--- config.mk ---
export PLATFORM = sky130hd
export DESIGN_NAME = dfu_core
export DESIGN_NICKNAME = d
export VERILOG_FILES = /design/src/rtl/dfu_pkg.sv /design/src/rtl/dfu_store.sv /design/src/rtl/dfu_rr_arb.sv /design/src/rtl/dfu_alu.sv /design/src/rtl/dfu_core.sv
export SDC_FILE = /design/constraint.sdc
export NUM_CORES = 1
export LEC_CHECK = 0
export BUFFER_PORTS_ARGS = -buffer_cell sky130_fd_sc_hd__clkbuf_2
export CAP_MARGIN = 20
export CORE_AREA = 2 2 127 129
export CTS_BUF_LIST = sky130_fd_sc_hd__clkbuf_16
export CTS_CLUSTER_DIAMETER = 40
export DETAILED_ROUTE_END_ITERATION = 10
export DIE_AREA = 0 0 129 131
export PLACE_DENSITY = 0.74
export SETUP_SLACK_MARGIN = 0.3
export SLEW_MARGIN = 30
export SYNTH_ARGS = -nofsm -noshare
export SYNTH_HDL_FRONTEND = slang
export SYNTH_SLANG_ARGS = --single-unit
export TNS_END_PERCENT = 20
--- constraint.sdc ---
create_clock -name clk -period 3.09 [get_ports clk]
set_input_delay 0.618 -clock clk [delete_from_list [all_inputs] [get_ports clk]]
set_output_delay 0.618 -clock clk [all_outputs]
set_load 0.05 [all_outputs]
--- src/rtl/dfu_pkg.sv ---
package dfu_pkg;
  typedef enum logic [1:0] {
    OP_ADD = 2'd0,
    OP_SUB = 2'd1,
    OP_AND = 2'd2,
    OP_XOR = 2'd3
  } dfu_op_e;
endpackage

--- src/rtl/dfu_store.sv ---
// Tag-matched instruction store: every live entry compares the incoming tag
// against both source tags in parallel.
module dfu_store
  import dfu_pkg::*;
#(
  parameter int N_ENT  = 4,
  parameter int TAG_W  = 4,
  parameter int DATA_W = 8,
  localparam int IDX_W = $clog2(N_ENT)
) (
  input  logic              clk,
  input  logic              rst,
  input  logic              ld_valid,
  input  logic [IDX_W-1:0]  ld_idx,
  input  logic              ld_live,
  input  logic [1:0]        ld_op,
  input  logic [TAG_W-1:0]  ld_tag_a,
  input  logic [TAG_W-1:0]  ld_tag_b,
  input  logic [TAG_W-1:0]  ld_tag_dst,
  input  logic              mt_valid,
  input  logic [TAG_W-1:0]  mt_tag,
  input  logic [DATA_W-1:0] mt_data,
  input  logic              clr_valid,
  input  logic [IDX_W-1:0]  clr_idx,
  output logic [N_ENT-1:0]  rdy,
  input  logic [IDX_W-1:0]  rd_idx,
  output logic [1:0]        rd_op,
  output logic [DATA_W-1:0] rd_a,
  output logic [DATA_W-1:0] rd_b,
  output logic [TAG_W-1:0]  rd_dst
);
  logic [N_ENT-1:0]  live, pa, pb;
  dfu_op_e           op [N_ENT];
  logic [TAG_W-1:0]  ta [N_ENT];
  logic [TAG_W-1:0]  tb [N_ENT];
  logic [TAG_W-1:0]  td [N_ENT];
  logic [DATA_W-1:0] va [N_ENT];
  logic [DATA_W-1:0] vb [N_ENT];

  // Priority inside one edge: clear on issue, then match, then load.
  always_ff @(posedge clk) begin
    for (int i = 0; i < N_ENT; i++) begin
      if (rst) begin
        live[i] <= 1'b0;
        pa[i]   <= 1'b0;
        pb[i]   <= 1'b0;
      end else begin
        if (clr_valid && clr_idx == IDX_W'(i)) begin
          pa[i] <= 1'b0;
          pb[i] <= 1'b0;
        end
        if (mt_valid && live[i] && ta[i] == mt_tag) begin
          va[i] <= mt_data;
          pa[i] <= 1'b1;
        end
        if (mt_valid && live[i] && tb[i] == mt_tag) begin
          vb[i] <= mt_data;
          pb[i] <= 1'b1;
        end
        if (ld_valid && ld_idx == IDX_W'(i)) begin
          live[i] <= ld_live;
          op[i]   <= dfu_op_e'(ld_op);
          ta[i]   <= ld_tag_a;
          tb[i]   <= ld_tag_b;
          td[i]   <= ld_tag_dst;
          pa[i]   <= 1'b0;
          pb[i]   <= 1'b0;
        end
      end
    end
  end

  assign rdy    = live & pa & pb;
  assign rd_op  = op[rd_idx];
  assign rd_a   = va[rd_idx];
  assign rd_b   = vb[rd_idx];
  assign rd_dst = td[rd_idx];
endmodule

--- src/rtl/dfu_rr_arb.sv ---
// Rotating-priority pick of one requester; search starts after last winner.
module dfu_rr_arb #(
  parameter int N   = 4,
  localparam int IW = $clog2(N)
) (
  input  logic          clk,
  input  logic          rst,
  input  logic [N-1:0]  req,
  input  logic          take,
  output logic          gnt_any,
  output logic [IW-1:0] gnt_idx
);
  logic [IW-1:0] ptr;
  logic [IW-1:0] cand;

  always_comb begin
    gnt_any = 1'b0;
    gnt_idx = '0;
    cand    = '0;
    for (int k = N - 1; k >= 0; k--) begin
      cand = ptr + IW'(k);
      if (req[cand]) begin
        gnt_any = 1'b1;
        gnt_idx = cand;
      end
    end
  end

  always_ff @(posedge clk) begin
    if (rst) ptr <= '0;
    else if (take && gnt_any) ptr <= gnt_idx + 1'b1;
  end
endmodule

--- src/rtl/dfu_alu.sv ---
// Single-cycle integer unit; result token registered one cycle after go.
module dfu_alu
  import dfu_pkg::*;
#(
  parameter int TAG_W  = 4,
  parameter int DATA_W = 8
) (
  input  logic              clk,
  input  logic              rst,
  input  logic              go,
  input  logic [1:0]        op,
  input  logic [DATA_W-1:0] a,
  input  logic [DATA_W-1:0] b,
  input  logic [TAG_W-1:0]  dst,
  output logic              res_valid,
  output logic [TAG_W-1:0]  res_tag,
  output logic [DATA_W-1:0] res_data
);
  always_ff @(posedge clk) begin
    if (rst) begin
      res_valid <= 1'b0;
    end else begin
      res_valid <= go;
      if (go) begin
        res_tag <= dst;
        case (dfu_op_e'(op))
          OP_ADD:  res_data <= a + b;
          OP_SUB:  res_data <= a - b;
          OP_AND:  res_data <= a & b;
          default: res_data <= a ^ b;
        endcase
      end
    end
  end
endmodule

--- src/rtl/dfu_core.sv ---
module dfu_core
  import dfu_pkg::*;
#(
  parameter int N_ENT  = 4,
  parameter int TAG_W  = 4,
  parameter int DATA_W = 8
) (
  input  logic                     clk,
  input  logic                     rst,
  input  logic                     ld_valid,
  input  logic [$clog2(N_ENT)-1:0] ld_idx,
  input  logic                     ld_live,
  input  logic [1:0]               ld_op,
  input  logic [TAG_W-1:0]         ld_tag_a,
  input  logic [TAG_W-1:0]         ld_tag_b,
  input  logic [TAG_W-1:0]         ld_tag_dst,
  input  logic                     tok_valid,
  input  logic [TAG_W-1:0]         tok_tag,
  input  logic [DATA_W-1:0]        tok_data,
  output logic                     tok_ready,
  output logic                     itok_valid,
  input  logic                     itok_ready,
  output logic [1:0]               itok_op,
  output logic [DATA_W-1:0]        itok_a,
  output logic [DATA_W-1:0]        itok_b,
  output logic [TAG_W-1:0]         itok_dst,
  output logic                     res_valid,
  output logic [TAG_W-1:0]         res_tag,
  output logic [DATA_W-1:0]        res_data
);
  localparam int IDX_W = $clog2(N_ENT);

  logic              mt_valid;
  logic [TAG_W-1:0]  mt_tag;
  logic [DATA_W-1:0] mt_data;
  logic [N_ENT-1:0]  rdy;
  logic              gnt_any;
  logic [IDX_W-1:0]  gnt_idx;
  logic              issue_en, fire;
  logic [1:0]        rd_op;
  logic [DATA_W-1:0] rd_a, rd_b;
  logic [TAG_W-1:0]  rd_dst;

  // Fed-back result takes the matcher; external port waits that cycle.
  assign tok_ready = !res_valid;
  assign mt_valid  = res_valid || tok_valid;
  assign mt_tag    = res_valid ? res_tag  : tok_tag;
  assign mt_data   = res_valid ? res_data : tok_data;

  assign issue_en = !itok_valid || itok_ready;
  assign fire     = issue_en && gnt_any;

  dfu_store #(.N_ENT(N_ENT), .TAG_W(TAG_W), .DATA_W(DATA_W)) u_store (
    .clk(clk), .rst(rst),
    .ld_valid(ld_valid), .ld_idx(ld_idx), .ld_live(ld_live), .ld_op(ld_op),
    .ld_tag_a(ld_tag_a), .ld_tag_b(ld_tag_b), .ld_tag_dst(ld_tag_dst),
    .mt_valid(mt_valid), .mt_tag(mt_tag), .mt_data(mt_data),
    .clr_valid(fire), .clr_idx(gnt_idx),
    .rdy(rdy), .rd_idx(gnt_idx),
    .rd_op(rd_op), .rd_a(rd_a), .rd_b(rd_b), .rd_dst(rd_dst)
  );

  dfu_rr_arb #(.N(N_ENT)) u_arb (
    .clk(clk), .rst(rst), .req(rdy), .take(issue_en),
    .gnt_any(gnt_any), .gnt_idx(gnt_idx)
  );

  always_ff @(posedge clk) begin
    if (rst) begin
      itok_valid <= 1'b0;
    end else if (issue_en) begin
      itok_valid <= gnt_any;
      if (gnt_any) begin
        itok_op  <= rd_op;
        itok_a   <= rd_a;
        itok_b   <= rd_b;
        itok_dst <= rd_dst;
      end
    end
  end

  dfu_alu #(.TAG_W(TAG_W), .DATA_W(DATA_W)) u_alu (
    .clk(clk), .rst(rst), .go(itok_valid && itok_ready),
    .op(itok_op), .a(itok_a), .b(itok_b), .dst(itok_dst),
    .res_valid(res_valid), .res_tag(res_tag), .res_data(res_data)
  );
endmodule

# Word level (Yosys, flattened, before mapping)

Memory sizes are Yosys's and may differ from the RTL's. A register that Yosys moved wholly into a read port is not among the register bits.
Index checks and enable logic that the tools add are counted.

Add/subtract/negate cells: 6
$mul: 0
Div/mod/pow operators: 0
Order comparisons: 4
Equality and inequality tests: 16
Shifts and indexed selects: 0
Muxes and demuxes: 103
Bitwise logic cells: 5
Reduce and logical (&&, ||, !) cells: 55

Operators by type and width:

| operator                                                    | count |
|---|---|
| 2-to-1 mux 1 bit                                            | 68 |
| 2-to-1 mux 4 bit                                            | 10 |
| 2-to-1 mux 2 bit                                            | 19 |
| OR reduction 4 bit                                          | 9 |
| equality test 4 bit                                         | 8 |
| case mux 8 bit (3 select lines)                             | 1 |
| logical AND 1 bit                                           | 22 |
| nonzero test 2 bit                                          | 8 |
| OR reduction 2 bit                                          | 7 |
| less-than comparator 2 x 3 -> 1 bit (second input constant) | 4 |
| equality test 2 bit (second input constant)                 | 5 |
| adder 8 bit                                                 | 1 |
| AND 4 bit                                                   | 2 |
| AND 8 bit                                                   | 1 |
| binary-select mux 1 bit (select 2 bit)                      | 4 |
| 2-to-1 mux 8 bit                                            | 1 |
| subtractor 8 bit                                            | 1 |
| XOR 8 bit                                                   | 1 |
| equality test 2 x 1 -> 1 bit (second input constant)        | 3 |
| zero test 2 bit                                             | 3 |
| adder 2 x 1 -> 2 bit (second input constant)                | 2 |
| adder 2 bit (second input constant)                         | 2 |
| AND reduction 3 bit                                         | 1 |
| zero test 1 bit                                             | 2 |
| 3 further kinds                                             | 4 |

Register bits: 28
Bits in latches: 0
Memory bits (writable): 120
Bits in read-only memories: 0
Input bits: 34
Output and inout port bits: 37
Memories: 6

Memories:

| memory     | words | width | rd ports | clocked after Yosys merged registers in | write ports | line            | text |
|---|---|---|---|---|---|---|---|
| u_store.va | 4     | 8     | 1        | 1                                       | 4           | dfu_store.sv:37 | `logic [DATA_W-1:0] va [N_ENT];` |
| u_store.vb | 4     | 8     | 1        | 1                                       | 4           | dfu_store.sv:38 | `logic [DATA_W-1:0] vb [N_ENT];` |
| u_store.ta | 4     | 4     | 4        | 0                                       | 1           | dfu_store.sv:34 | `logic [TAG_W-1:0] ta [N_ENT];` |
| u_store.tb | 4     | 4     | 4        | 0                                       | 1           | dfu_store.sv:35 | `logic [TAG_W-1:0] tb [N_ENT];` |
| u_store.td | 4     | 4     | 1        | 1                                       | 1           | dfu_store.sv:36 | `logic [TAG_W-1:0] td [N_ENT];` |
| u_store.op | 4     | 2     | 1        | 1                                       | 1           | dfu_store.sv:33 | `dfu_op_e op [N_ENT];` |

# Depth between registers and ports, before layout

Gate-level depths: netlist (run 1).

Word-level depth: 12
Mapped depth: 10

# Hierarchy

Synthesis (run 1) repeated with hierarchy kept, for this count alone.

Cell total of the unflattened synthesis: 435
Area, all modules: 7299.5 µm²

Modules (own cells, without submodules):

| module     | instances | cells each | area each (µm²) |
|---|---|---|---|
| dfu_store  | 1         | 259        | 5097.4 |
| dfu_alu    | 1         | 109        | 1128.6 |
| dfu_core   | 1         | 44         | 902.1 |
| dfu_rr_arb | 1         | 23         | 171.4 |

# Worst setup path before layout (run 1)

OpenSTA, ideal clock, no wires.

Kind: flip-flop to flip-flop
Start point: reg itok_op[0] (read register of u_store.op)
End point: reg u_alu.res_data[5], data pin
Arrival: 2.622 ns
Path slack: 0.299 ns
Stages on the path, launching flop included: 11
Period minus slack after synthesis: 2.791 ns
Cell sequence: edfxtp_1 -> nor2b_1 -> clkbuf_1 -> mux2_2 -> inv_1 -> ha_1 -> nor2b_1 -> o31a_1 -> o21a_1 -> o21a_1 -> o31ai_1

Cells in the longest elaborated chain, start to end: 2
Elaborated cells between the ends (all ways): 4
Classes of those cells: eq/ne: 2; mux: 1; reduce/logical: 1

RTL lines:

| element                                           | line           | text |
|---|---|---|
| from (decl)                                       | dfu_core.sv:23 | `output logic [1:0] itok_op,` |
| equality test 2 bit, or another cell as far along | dfu_alu.sv:26  | `case (dfu_op_e'(op))` |
| case mux 8 bit (3 select lines) (*)               | dfu_alu.sv:26  |  |
| to (signal assigned)                              | dfu_alu.sv:27  | `OP_ADD: res_data <= a + b;` |
| to (signal assigned)                              | dfu_alu.sv:28  | `OP_SUB: res_data <= a - b;` |
| to (signal assigned)                              | dfu_alu.sv:29  | `OP_AND: res_data <= a & b;` |
| to (decl)                                         | dfu_alu.sv:17  | `output logic [DATA_W-1:0] res_data` |

Mark *: on every way between the ends. The rest lies on a longest branch, timed or not.
A chain may end at the register's enable or synchronous reset.

# Worst setup path after layout (run 1)

Start point: reg itok_b[2] (read register of u_store.vb)
End point: reg u_alu.res_data[7], data pin

Cells in the longest elaborated chain, start to end: 2
Elaborated cells between the ends (all ways): 3
Classes of those cells: add/sub: 2; mux: 1

RTL lines:

| element                                         | line                         | text |
|---|---|---|
| from (decl)                                     | dfu_core.sv:25               | `output logic [DATA_W-1:0] itok_b,` |
| subtractor 8 bit or adder 8 bit (tied branches) | dfu_alu.sv:28, dfu_alu.sv:27 |  |
| case mux 8 bit (3 select lines) (*)             | dfu_alu.sv:26                |  |

Marked as above.

==> flow_summary.ini, run 1 <==
[synthesis]
synth_cells = 516
synth-async-reset-ratio = 0
post-synth-top-area-fraction = 0.610
synth-seq-area-share = 0.652
ys.warnings.count = 0
mapped_avg_cell_area_sq_um = 14.7
ranking_of_synthesized_cells_by_area = edfxtp_1 61%, mux2i_1 9.8%, xnor2_1 5.7%, dfxtp_1 4.2%, ha_1 3.3%
synthDistinctLibCells = 47
synth_area_leader_cell = edfxtp_1
post_synth_edffs = 154
synth-main-ff-cell = edfxtp_1
synthesis.nets = 571
syn_area_sq_um = 7580
synth_top_cells_by_count = 154 x edfxtp_1, 74 x mux2i_1, 49 x xnor2_1
post-synth-top-count-cell = edfxtp_1
yosys_register_bits = 170

[min_path]
timing.hold.worst.start = ld_tag_b[1]
holdPathEnd = u_store.tb[0][1]
worst_hold_path.num_cells = 1
hold_path.class = primary input to register

[grt]
grt_first_pass_wirelength_um = 23400
antenna_found_initial = 0
track_usage = 0.188
grt_busiest_layer = met2
largest_net_degree_at_the_start_of_global_routing = 26
grtUsageMet3 = 0.0411
grt.met2_usage = 0.312
globalRoute.totalOverflow = 0
gr-usage-met1 = 0.247
first_global_vias = 4327

[setup_path]
worst_path_most_repeated_cell = xnor2_1
timing.setup.critical_path_class = register to register
rr_endpoint = u_alu.res_data[7]
crit_path_max_fanout = 7
required_ns = 3.25
cells_along_the_critical_path = nor4_1 -> a21oi_1 -> xnor2_1 -> ha_1 -> or4_1 -> o221ai_1 -> xnor2_1 -> o21ai_0
worstRegToRegCells = 8
regToRegStartpoint = itok_b[2]
rrSetupSlack_ns = 0.43
critical_path.slowest_cell = or4_1
arrival_ns = 2.83
end_kind = register
setup.worst_path.start_class = register
timing.critical_path.slowest_cell_delay_ns = 0.55

[placement]
port_buffer_count = 70
place_congestion = 0.891
dp.final_hpwl_um = 10400
dpl.cell_count = 803

[floorplanning]
die_width_um = 129
floorplan.die_area_sq_um = 16900
num_rows = 46
design.portCount = 71
initial_core_util = 0.486
die-height_um = 131
design.core.area_sq_um = 15600

[power]
power_frac_comb = 0.030
power-per-cell-area_nw_per_um2 = 528
power.leakage_nw = 3.52
power_switching_share = 0.207
power.internal_mw = 3.70
share_clk_of_total_power = 0.425
p_seq_frac = 0.545
power.switching_mw = 0.963
power.ir.vdd_worst_mv = 0.415

[sta]
final.setup_skew_ns = 0.0101
grt_setup_unrepaired = true
setup_viol = 0
max_slew_margin_vs_limit = 0.496
timing_worst_slew_pin_value_ns = 0.756
timing.fmax_mhz = 375
period_needed_ns = 2.66
timing_max_transition_violations_final = 0
setup_tns_ns = 0
timing.final.hold_violations = 0
layout_worst_path_cycle_share = 0.862

[cells_and_area]
num-nets-final = 661
utilization = 0.565
share_of_post_route_cells_with_drive_strength_above_1 = 0.229
number_of_cells_in_the_finished_layout_apart_from_fillers = 835
antenna-diode-count = 0
synthToLayoutAreaGrowth_pct = 16.3

[routing]
ant_nets = 0
drtPass1Iterations = 7
post_drt_wl_per_cell_um = 18.1
drcViolationCount = 0
drt_first_iter_violations = 240
detail_route.vias_per_cell = 5.31
routed-via-count = 4437
detail_route.wirelength_um = 15100

[flow_run]
cap_viol_max_count = 0

[clock_tree]
clk_root_buffer_cell = clkbuf_16
clock-sinks = 170
tritoncts = built
clock_insertion_delay_worst_skew_ns = 0.42
cts_inserted_buffers = 17
clkTransAtPathRegs_ns = 0.07
htreeDepth = 4
cts.path.max_buffers = 2

[status]
status = finished, final reports clean
[per-layer routing]
metal | up-vias | part of all wire
li1 | 2111 | -
met1 | 2178 | 0.45
met2 | 123 | 0.49
met3 | 25 | 0.043
met4 | 0 | 0.016
met5 | - | 0
[layout by cell type, fill, tap and decap left out, types with 6 or more instances in the layout]
| cell type | count |
|---|---|
| nor2b_1 | 6 |
| nand2_1 | 28 |
| a21oi_1 | 12 |
| nand3_1 | 6 |
| mux2_2 | 10 |
| ha_1 | 20 |
| nor4_1 | 10 |
| dfxtp_1 | 16 |
| nor3_1 | 8 |
| buf_4 | 20 |
| xnor2_1 | 49 |
| mux2i_1 | 74 |
| a22oi_1 | 8 |
| inv_1 | 12 |
| nor2_1 | 29 |
| clkbuf_16 | 17 |
| edfxtp_1 | 154 |
| clkbuf_2 | 70 |
[state kept, by name, indices dropped and copies added, names as in the netlist, 8 cells and up]
signal          count
u_store.ta         16
itok_a              8
u_store.va         32
u_store.op          8
u_store.tb         16
u_store.vb         32
u_alu.res_data      8
itok_b              8
u_store.td         16
[what timing repair did]
item / in CTS / in global routing
resized for setup: 0 / 1
hold buffers: 0 / 0
buffers inserted: 0 / 0
endpoints found under the setup margin: 0 / 2
[layout make-up]
| class | instances | area, sq um |
|---|---|---|
| clock inverter | 15 | 128 |
| sequential | 170 | 4940 |
| multi-input combinational | 316 | 2500 |
| fill | 1229 | 6780 |
| clock buffer | 17 | 425 |
| inverter | 11 | 41.3 |
| timing repair buffer | 90 | 500 |
| tap | 216 | 270 |
[worst max path at each step]
stage | depth (start not counted) | from | end
detailed placement | 8 | itok_b[5] | u_alu.res_data[7]
CTS | 8 | itok_b[5] | u_alu.res_data[7]
finish | 8 | itok_b[2] | u_alu.res_data[7]
floorplan | 10 | itok_op[0] | u_alu.res_data[5]
global placement | 9 | itok_b[0] | u_alu.res_data[6]
global route | 8 | itok_b[4] | u_alu.res_data[7]
[worst max-delay path, delay by kind of cell, from the launching register on]
family / cells / cell delay [ns]
AO/OA/AOI/OAI: 3 / 0.49
XOR/XNOR: 2 / 0.29
flip-flops: 1 / 0.50
AND/OR/NAND/NOR: 2 / 0.89
adder cells (fa/ha/maj): 1 / 0.23
[power groups by stage]
stage | Clock (mW) | Combinational, mW | Sequential (mW)
global placement | 0 | 0.133 | 2.59
floorplan | 0 | 0.0848 | 2.58
global route | 2.10 | 0.154 | 2.54
finish | 1.98 | 0.139 | 2.54
detailed placement | 0 | 0.139 | 2.59
CTS | 2.01 | 0.140 | 2.54
[metrics by stage]
| stage | hold WS [ns] | total power, mW | instance area (sq um) | worst slack [ns] |
|---|---|---|---|---|
| 2_1_floorplan | 0.432 | 2.67 | 7580 | 0.368 |
| 3_3_place_gp | 0.440 | 2.72 | 8260 | 0.553 |
| 3_5_place_dp | 0.447 | 2.73 | 8260 | 0.493 |
| 4_1_cts | 0.387 | 4.69 | 8810 | 0.483 |
| 5_1_grt | 0.399 | 4.79 | 8810 | 0.262 |
| 6_report | 0.407 | 4.66 | 8810 | 0.426 |
[logic make-up after synthesis]
kind of cell,Yosys count,share of synthesized area
muxes,87,0.121
and+or+nand+nor,112,0.0733
xor gates and xnor gates,49,0.0566
adders and majority gates,21,0.0356
buffers and inverters,30,0.0186
AOI/OAI and AO/OA,47,0.0422
DFF,170,0.652
Power figures use the tool's default switching activity.
==> inputs of run 2 (changes only) <==
==> constraint.sdc (replaced) <==
create_clock -name clk -period 3.09 [get_ports clk]
set_input_delay 0.618 -clock clk [delete_from_list [all_inputs] [get_ports clk]]
set_output_delay 0.618 -clock clk [all_outputs]
set_load 0.01 [all_outputs]
==> run 2 against run 1 <==
Highest routed layer unchanged. Critical path type unchanged. Largest cell class unchanged. Via count grew 0.16%. Non-clock buffer count grew 1. Cell count grew 0.12%. Combinational power is essentially flat.
==> flow_summary.ini, run 2 (synthesis gave the netlist of run 1 again) <==
[placement]
port_buffer_count = 70
place_congestion = 0.898
detailedPlace.worstSlack_ns = 0.422
dp.final_hpwl_um = 10400

[sta]
timing.final.hold_violations = 0
timing_max_transition_violations_final = 0
max_slew_margin_vs_limit = 0.492
final.setup_skew_ns = 0.0118
period_needed_ns = 2.65
setup_viol = 0
setup_tns_ns = 0
timing.fmax_mhz = 378
layout_worst_path_cycle_share = 0.857
timing_worst_slew_pin_value_ns = 0.763
layout_setup_ws_ns = 0.443
grt_setup_unrepaired = true

[grt]
track_usage = 0.187
largest_net_degree_at_the_start_of_global_routing = 23
first_global_vias = 4351
grt_first_pass_wirelength_um = 23100
antenna_found_initial = 0
globalRoute.totalOverflow = 0

[cells_and_area]
synthToLayoutAreaGrowth_pct = 16.9
layout_commonest_cell = edfxtp_1
final.fill_count = 1200
multi_input_comb_area_sq_um = 2500
commonest_cells_after_routing_fill_and_taps_aside = 154 x edfxtp_1, 74 x mux2i_1, 70 x clkbuf_2
num-nets-final = 662
antenna-diode-count = 0
utilization = 0.568
share_of_post_route_cells_with_drive_strength_above_1 = 0.235
layout_top_registers = u_store.va (32), u_store.vb (32)
seqCellArea_sq_um = 4940

[floorplanning]
floorplan.die_area_sq_um = 16900
num_rows = 46
initial_core_util = 0.486
die-height_um = 131
die_width_um = 129
design.portCount = 71
design.core.area_sq_um = 15600

[routing]
drtPass1Iterations = 4
detail_route.vias_per_cell = 5.32
routed-via-count = 4444
detail_route.wirelength_um = 14900
ant_nets = 0
drt_first_iter_violations = 272
post_drt_wl_per_cell_um = 17.9
drcViolationCount = 0

[setup_path]
timing.setup.critical_path_class = register to register
regToRegStartpoint = itok_b[2]
setup.worst_path.start_class = register
rrSetupSlack_ns = 0.44
rr_endpoint = u_alu.res_data[7]
worstRegToRegCells = 8
arrival_ns = 2.83
crit_path_max_fanout = 7
end_kind = register
required_ns = 3.27

[min_path]
timing.hold.worst.start = ld_op[1]
worst_hold_path.num_cells = 1
hold_path.class = primary input to register
holdPathEnd = u_store.op[3][1]

[clock_tree]
cts.path.max_buffers = 2
htreeDepth = 4
clkTransAtPathRegs_ns = 0.07
tritoncts = built
clk_root_buffer_cell = clkbuf_16
cts_inserted_buffers = 17
clock_insertion_delay_worst_skew_ns = 0.43
clock-sinks = 170

[power]
power_switching_share = 0.214
share_clk_of_total_power = 0.435
power.ir.vdd_worst_mv = 0.304
power.switching_mw = 1.01
power.leakage_nw = 3.54
power-per-cell-area_nw_per_um2 = 535
power_frac_comb = 0.030
p_seq_frac = 0.535
power.internal_mw = 3.73

[flow_run]
cap_viol_max_count = 0

[status]
status = finished, final reports clean
==> run 2: worst max-delay path, stage by stage, from the launching register on <==
cell and delay [ns]:
edfxtp_1 0.50, nor4_1 0.34, a21oi_1 0.14, xnor2_1 0.14
ha_1 0.24, or4_1 0.53, o221ai_1 0.25, xnor2_1 0.16
o21ai_0 0.09
==> run 2: power groups by stage <==
stage | registers, mW | clock network [mW] | logic [mW]
5_1_grt | 2.54 | 2.18 | 0.154
2_1_floorplan | 2.58 | 0 | 0.0848
4_1_cts | 2.54 | 2.09 | 0.141
6_report | 2.54 | 2.06 | 0.141
3_5_place_dp | 2.59 | 0 | 0.141
3_3_place_gp | 2.59 | 0 | 0.135
==> run 2: repair_timing <==
action	in CTS	in global routing
resized for setup	0	1
hold buffers	0	0
setup endpoints to repair	0	2
buffers inserted	0	0
==> run 2: layer usage <==
metal / GRT usage / share of wire / vias to the layer above / wire length, um
met5: 0 / 0 / - / 0
met4: 0.0716 / 0.018 / 0 / 269
met3: 0.0407 / 0.046 / 24 / 683
met2: 0.318 / 0.50 / 123 / 7490
met1: 0.235 / 0.44 / 2185 / 6500
li1: - / - / 2112 / -
==> run 2: area by class of cell <==
class / count / area share
multi-input combinational: 316 / 0.283
timing repair buffer: 91 / 0.0587
clock buffer: 17 / 0.0480
clock inverter: 15 / 0.0178
sequential: 170 / 0.558
inverter: 11 / 0.00466
tap: 216 / 0.0305
==> run 2: stage by stage <==
step | instances | power (mW) | hold WS [ns] | instance area [sq um]
global placement | 804 | 2.72 | 0.441 | 8280
CTS | 836 | 4.77 | 0.385 | 8860
finish | 836 | 4.74 | 0.409 | 8860
detailed placement | 804 | 2.73 | 0.443 | 8280
global route | 836 | 4.88 | 0.393 | 8860
floorplan | 516 | 2.67 | 0.432 | 7580
==> run 2: worst max-delay path by stage <==
stage / startpoint / to / cells past startpoint
3_3_place_gp: itok_b[0] / u_alu.res_data[6] / 9
4_1_cts: itok_b[1] / u_alu.res_data[6] / 9
6_report: itok_b[2] / u_alu.res_data[7] / 8
2_1_floorplan: itok_op[1] / u_alu.res_data[5] / 10
5_1_grt: itok_b[2] / u_alu.res_data[7] / 8
3_5_place_dp: itok_b[1] / u_alu.res_data[6] / 9
